File: config.mk
export PLATFORM = sky130hd
export DESIGN_NAME = pulse_ctrl_reg
export DESIGN_NICKNAME = d
export VERILOG_FILES = /design/src/rtl/pulse_ctrl_pkg.sv /design/src/rtl/cmd_edge_det.sv /design/src/rtl/jk_ctrl_bank.sv /design/src/rtl/req_line.sv /design/src/rtl/pulse_ctrl_reg.sv
export SDC_FILE = /design/constraint.sdc
export NUM_CORES = 1
export LEC_CHECK = 0
export BUFFER_PORTS_ARGS = -buffer_cell sky130_fd_sc_hd__buf_2
export CORE_MARGIN = 2
export CORE_UTILIZATION = 50
export DETAILED_ROUTE_END_ITERATION = 6
export GPL_ROUTABILITY_DRIVEN = 0
export PLACE_DENSITY = 0.85
export SYNTH_ARGS = -nofsm -noshare
export SYNTH_HDL_FRONTEND = slang
export SYNTH_SLANG_ARGS = --single-unit
File: constraint.sdc
create_clock -name clk -period 1.77 [get_ports clk]
set_clock_uncertainty 0.2 [all_clocks]
set_input_delay 0.0885 -clock clk [delete_from_list [all_inputs] [get_ports clk]]
set_output_delay 0.0885 -clock clk [all_outputs]
set_load 0.01 [all_outputs]
File: src/rtl/pulse_ctrl_pkg.sv
package pulse_ctrl_pkg;

  typedef enum logic [1:0] {
    LN_IDLE = 2'd0,
    LN_HIGH = 2'd1,
    LN_GAP  = 2'd2
  } line_state_e;

  // Next value of a JK element given set (j) and clear (k) edges.
  function automatic logic jk_step(input logic q, input logic j, input logic k);
    logic r;
    case ({j, k})
      2'b10:   r = 1'b1;
      2'b01:   r = 1'b0;
      2'b11:   r = ~q;
      default: r = q;
    endcase
    return r;
  endfunction

endpackage

File: src/rtl/cmd_edge_det.sv
module cmd_edge_det #(
  parameter int W = 32
) (
  input  logic         clk,
  input  logic         rst,
  input  logic [W-1:0] cmd_i,
  output logic [W-1:0] rise_o
);
  logic [W-1:0] prev_q;

  always_ff @(posedge clk) begin
    if (rst) prev_q <= '0;
    else     prev_q <= cmd_i;
  end

  assign rise_o = rst ? '0 : (cmd_i & ~prev_q);
endmodule

File: src/rtl/jk_ctrl_bank.sv
module jk_ctrl_bank
  import pulse_ctrl_pkg::*;
#(
  parameter int N = 16
) (
  input  logic           clk,
  input  logic           rst,
  input  logic [2*N-1:0] rise_i,
  output logic [N-1:0]   set_hit_o,
  output logic [N-1:0]   clr_hit_o,
  output logic [N-1:0]   ctrl_o
);
  logic [N-1:0] q_r;
  logic [N-1:0] q_n;

  for (genvar g = 0; g < N; g++) begin : g_pair
    assign set_hit_o[g] = rise_i[2*g];
    assign clr_hit_o[g] = rise_i[2*g+1];
    assign q_n[g]       = jk_step(q_r[g], set_hit_o[g], clr_hit_o[g]);
  end

  always_ff @(posedge clk) begin
    if (rst) q_r <= '0;
    else     q_r <= q_n;
  end

  assign ctrl_o = q_r;
endmodule

File: src/rtl/req_line.sv
module req_line
  import pulse_ctrl_pkg::*;
#(
  parameter int GAP_CYC = 1
) (
  input  logic clk,
  input  logic rst,
  input  logic evt_i,
  input  logic ack_i,
  output logic req_o
);
  localparam int CW = (GAP_CYC < 2) ? 1 : $clog2(GAP_CYC);

  line_state_e state_q, state_n;
  logic          pend_q, pend_n;
  logic [CW-1:0] cnt_q, cnt_n;
  logic          want;
  logic          gap_last;

  assign want     = evt_i | pend_q;
  assign gap_last = (cnt_q == CW'(GAP_CYC - 1));

  always_comb begin
    state_n = state_q;
    pend_n  = pend_q | evt_i;
    cnt_n   = cnt_q;
    case (state_q)
      LN_IDLE: begin
        if (want) begin
          state_n = LN_HIGH;
          pend_n  = 1'b0;
        end
      end
      LN_HIGH: begin
        if (ack_i) begin
          state_n = LN_GAP;
          cnt_n   = '0;
        end
      end
      LN_GAP: begin
        if (gap_last) begin
          if (want) begin
            state_n = LN_HIGH;
            pend_n  = 1'b0;
          end else begin
            state_n = LN_IDLE;
          end
        end else begin
          cnt_n = cnt_q + CW'(1);
        end
      end
      default: state_n = LN_IDLE;
    endcase
  end

  always_ff @(posedge clk) begin
    if (rst) begin
      state_q <= LN_IDLE;
      pend_q  <= 1'b0;
      cnt_q   <= '0;
    end else begin
      state_q <= state_n;
      pend_q  <= pend_n;
      cnt_q   <= cnt_n;
    end
  end

  assign req_o = (state_q == LN_HIGH);
endmodule

File: src/rtl/pulse_ctrl_reg.sv
module pulse_ctrl_reg #(
  parameter int NUM_CTRL = 16,
  parameter int STAT_W   = 32,
  parameter int GAP_CYC  = 1
) (
  input  logic                  clk,
  input  logic                  rst,
  input  logic [2*NUM_CTRL-1:0] cmd_i,
  output logic [STAT_W-1:0]     status_o,
  output logic [NUM_CTRL-1:0]   ctrl_o,
  input  logic                  fast_evt_i,
  input  logic                  std_evt_i,
  input  logic                  fast_ack_i,
  input  logic                  std_ack_i,
  output logic                  fast_req_o,
  output logic                  std_req_o
);
  localparam int CMD_W = 2 * NUM_CTRL;
  localparam int PAD_W = STAT_W - NUM_CTRL;
  localparam int N_LN  = 2;

  logic [CMD_W-1:0]    cmd_rise;
  logic [NUM_CTRL-1:0] set_hit;
  logic [NUM_CTRL-1:0] clr_hit;
  logic [N_LN-1:0]     ln_evt, ln_ack, ln_req;

  cmd_edge_det #(.W(CMD_W)) u_edge (
    .clk    (clk),
    .rst    (rst),
    .cmd_i  (cmd_i),
    .rise_o (cmd_rise)
  );

  jk_ctrl_bank #(.N(NUM_CTRL)) u_bank (
    .clk       (clk),
    .rst       (rst),
    .rise_i    (cmd_rise),
    .set_hit_o (set_hit),
    .clr_hit_o (clr_hit),
    .ctrl_o    (ctrl_o)
  );

  if (PAD_W > 0) begin : g_pad
    assign status_o = {{PAD_W{1'b0}}, ctrl_o};
  end else begin : g_nopad
    assign status_o = ctrl_o[STAT_W-1:0];
  end

  assign ln_evt = {std_evt_i, fast_evt_i};
  assign ln_ack = {std_ack_i, fast_ack_i};

  for (genvar l = 0; l < N_LN; l++) begin : g_line
    req_line #(.GAP_CYC(GAP_CYC)) u_line (
      .clk   (clk),
      .rst   (rst),
      .evt_i (ln_evt[l]),
      .ack_i (ln_ack[l]),
      .req_o (ln_req[l])
    );
  end

  assign fast_req_o = ln_req[0];
  assign std_req_o  = ln_req[1];
endmodule

-- After elaboration in Yosys (flattened, before gate mapping)
Index checks and enable logic that the tools add are counted.
- add/subtract/negate cells: 2
- eq/ne operators: 58
- mux-type cells: 37
- bitwise operators: 20
- reduce and logical (&&, ||, !) cells: 24
- operator list (cell ; count):
    2-bit equality test, second input constant ; 34
    1-bit case mux with 3 select lines ; 16
    3-bit nonzero test ; 16
    2-bit by 1-bit equality test with 1-bit output, second input constant ; 18
    32-bit bitwise AND ; 1
    32-bit 2-to-1 mux ; 1
    32-bit inverter ; 1
    1-bit inverter ; 16
    2-bit 2-to-1 mux ; 6
    2-bit case mux with 3 select lines ; 2
    1-bit 2-to-1 mux ; 8
    2-bit != test, second input constant ; 4
    1-bit case mux with 2 select lines ; 4
    3-bit AND reduction ; 2
    2-bit zero test ; 2
    2-bit by 1-bit != test with 1-bit output, second input constant ; 2
    2-bit AND reduction ; 2
    2-bit nonzero test ; 2
    1-bit adder, second input constant ; 2
    1-bit OR ; 2
- register bits after elaboration: 56
- input port bits: 38
- output and inout port bits: 50
- word-level logic and storage cells: 164

-- Longest topological paths before layout
- depth after elaboration: 5
- mapped depth: 3
- mapped depth without buffers: 2

-- Modules after synthesis
Synthesis repeated with hierarchy kept, for this count alone.
- cell total of the unflattened synthesis: 238
- area, all modules: 2591.2 um^2
- by module, submodules not included (module ; times used ; cells an instance ; area an instance (um^2) ; sequential area each (um^2)):
    cmd_edge_det ; 1 ; 103 ; 1307.5 ; 640.6
    jk_ctrl_bank ; 1 ; 84 ; 819.5 ; 320.3
    pulse_ctrl_reg ; 1 ; 33 ; 244.0 ; 0.0
    req_line ; 2 ; 9 ; 110.1 ; 60.1

-- Worst setup path before layout
Ideal clock, no wire load.
- kind: register -> register
- from: reg g_line[0].u_line.state_q[1]
- to: reg g_line[0].u_line.state_q[0]
- library setup time: 87 ps
- arrival time: 858 ps
- required time: 1483 ps
- path slack: 625 ps
- stages on the path, launching flop included: 3
- path buffers: 0
- period minus slack after synthesis: 1145 ps
- cells stage by stage: dfxtp_1 or4b_1 o31ai_1
- word-level cells in the longest chain between the ends: 3
- elaborated cells on any way between the ends: 8
- classes of those cells: eq/ne (5); mux (1); reduce/logical (2)
- ends and longest elaborated chain (what ; RTL line ; source):
    from (decl) ; req_line.sv:14 ; line_state_e state_q, state_n;
    from (signal assigned) ; req_line.sv:62 ; state_q <= state_n;
    2-bit equality test (tied with other cells) ; req_line.sv:27 ; case (state_q)
    2-bit != test (no line) or 2-bit by 1-bit != test with 1-bit output (tied branches) ; -- ;
    3-bit AND reduction (no line) ; -- ;
Parallel ways exist; a longest one is shown, timed or not.
A chain may end at the register's enable or synchronous reset.

-- Final worst setup path
- from: in fast_ack_i
- to: reg g_line[0].u_line.state_q[0]
- word-level cells in the longest chain between the ends: 2
- ends and longest elaborated chain (what ; RTL line ; source):
    from (decl) ; pulse_ctrl_reg.sv:13 ; input logic fast_ack_i,
    2-bit != test (no line) ; -- ;
    3-bit AND reduction (no line) ; -- ;
Every way passes these cells.

==> reports/metrics.yaml <==
hold_class: "in2reg"
final_max_slew_viol_count: 0
ys_warn_count: 0
clk_pin_slew_ns: 0.08
post-dp-hpwl_um: 2300
final.setup.tns_ns: 0
ir_worst_vdd_v: 0.0006061
leakage_nw: 1.345
cts_tree: "built"
antenna_found_initial: 0
status: "finished clean"
post-route-period-util_pct: 72.77
fin_cells: 345
cts_buffer_depth: 2
cts_setup_buffers: 0
crit_required_ns: 1.78
die_height_um: 68.28
synth_cell_types: 19
die_x_um: 68.28
antennaDiodeCount: 0
syn_area_per_cell_sq_um: 10.28
power.density_nw_per_um2: 860.4
drt_iter0_markers: 23
root_buffer: "clkbuf_8"
p_int_mw: 1.808
critPathMaxFanout: 2
switching_power_mw: 0.5498
drtAntennaViolNets: 0
period_needed_ns: 1.288
drc: 0
hold_violations: 0
wl_per_cell_um: 10.58
grt_pass1_wl_um: 5996
cts_buffers: 5
startpoint_type: "input pin"
cts_resized: 0
ys_ff_latch: 54
endpoint_kind: "flop"
grt_overflow: 0
switching_share_pct: 23.32
io_pins: 88
design.core.area_sq_um: 4000
worst-setup-path-type: "in2reg"
rsz0062_at_grt: "false"
arrival_ns: 1.30
setup_violations: 0
start_util_pct: 51.64
wl_um: 3649
maxCapViolCount: 0
dieArea_sq_um: 4661
grt_start_max_net_pins: 32
areaGrowthSynthToFinish_pct: 32.65
final_layout_size_suffix_gt1_share_pct: 27.12
p_seq_share_pct: 56.6
viasPerCell: 4.397
grt_usage_pct: 17.15
worstSkewPairLatency_ns: 0.29
h-tree-depth: 2
clock_power_share_pct: 28.4
fp-row-count: 23
first_pass_iters: 3
power_frac_comb_pct: 15.1
num_vias: 1517
cts.sinks: 54
post-place-cells: 301
grt_pass1_vias: 1465
seq_area_frac_synth_pct: 52.33
syn_area_sq_um: 2066
synthCells: 201
fmax_mhz: 776.4
nets: 332
numPortBuffers: 71
per-layer routing:
layer	vias to the layer above	routed length [um]	global-route usage, %
met3	4	221	4.112
li1	785	-	-
met1	671	1608	18.28
met4	0	39	6.000
met2	57	1779	32.52
met5	-	0	0
Yosys cell counts:
cell | count | area share [%]
a211oi_1 | 11 | 4.0
a22o_1 | 5 | 2.1
and2b_1 | 8 | 2.9
and3b_1 | 11 | 4.7
buf_1 | 1 | 0.18
buf_2 | 2 | 0.48
buf_4 | 32 | 12
clkbuf_1 | 2 | 0.36
clkbuf_2 | 1 | 0.24
conb_1 | 1 | 0.18
dfxtp_1 | 54 | 52
inv_1 | 11 | 2.0
nand2b_1 | 16 | 4.8
nor2_1 | 7 | 1.3
nor2b_1 | 31 | 9.4
nor3b_1 | 2 | 0.73
nor4bb_1 | 2 | 0.97
o31ai_1 | 2 | 0.73
or4b_1 | 2 | 0.97
stage by stage:
| stage | hold WS (ns) | power, mW | worst slack, ns | cell area [sq um] | utilization, % |
|---|---|---|---|---|---|
| final | 0.04496 | 2.358 | 0.4820 | 2740 | 68.50 |
| after global routing | 0.08043 | 2.485 | 0.4338 | 2740 | 68.50 |
| after CTS | 0.05368 | 2.387 | 0.4780 | 2740 | 68.50 |
| after detailed placement | 0.1183 | 1.656 | 0.4600 | 2288 | 57.21 |
| after global placement | 0.1127 | 1.645 | 0.5008 | 2288 | 57.21 |
| after floorplan | 0.01668 | 1.591 | 0.6254 | 2122 | - |
cell families after synthesis:
logic type / Yosys count / synth area share, %
buffers and inverters: 49 / 14.90
AOI/OAI and AO/OA: 18 / 6.844
DFF: 54 / 52.33
and+or+nand+nor: 79 / 25.74
other: 1 / 0.1815
repair_timing:
item	4_1_cts	5_1_grt
setup endpoints to repair	0	0
hold buffers	36	0
hold endpoints to repair	54	0
cells in the final DEF (no fill, tap or decap), drive strengths merged:
master and count:
buf 73, dfxtp 54, dlygate4sd3 36, nor2b 31, nand2b 16, conb 16, inv 11, and3b 11
a211oi 11, and2b 8, nor2 7, clkbuf 7, a22o 5, nor3b 2, nor4bb 2, or4b 2
o31ai 2, clkinv 1
sequential cells by signal (all words and copies together), names as in the netlist:
register,flops
g_line.u_line.state_q,4
u_bank.ctrl_o,16
u_edge.prev_q,32
g_line.u_line.pend_q,2
cell type report:
cell class,count,area [sq um]
clock buffers,7,86.33
multi-input cells,113,733.2
clock inverters,1,5.005
repair buffers,109,730.7
fillers,313,1260
flip-flops and latches,54,1081
well taps,50,62.56
inverters,11,41.29
worst paths after layout:
kind / startpoint / endpoint / slack [ns] / cells after the start
worst max-delay path: fast_ack_i / g_line[0].u_line.state_q[0] / 0.48 / 4
worst min-delay path: rst / u_edge.prev_q[16] / 0.04 / 2
worst max register to register: g_line[0].u_line.state_q[1] / g_line[0].u_line.state_q[0] / 0.55 / 2
worst min register to register: g_line[0].u_line.state_q[1] / g_line[0].u_line.state_q[1] / 0.25 / 1
power by group through the flow:
stage	clock [mW]	combinational [mW]	sequential [mW]
after floorplan	0	0.221	1.37
after global placement	0	0.287	1.36
after detailed placement	0	0.294	1.36
after CTS	0.699	0.355	1.33
after global routing	0.740	0.399	1.35
final	0.669	0.355	1.33
worst max-delay path: stages:
cell and delay (ns):
dlygate4sd3_1 0.53, buf_2 0.12, or4b_1 0.48, o31ai_1 0.08
No activity file was read; power rests on OpenSTA's default activity.
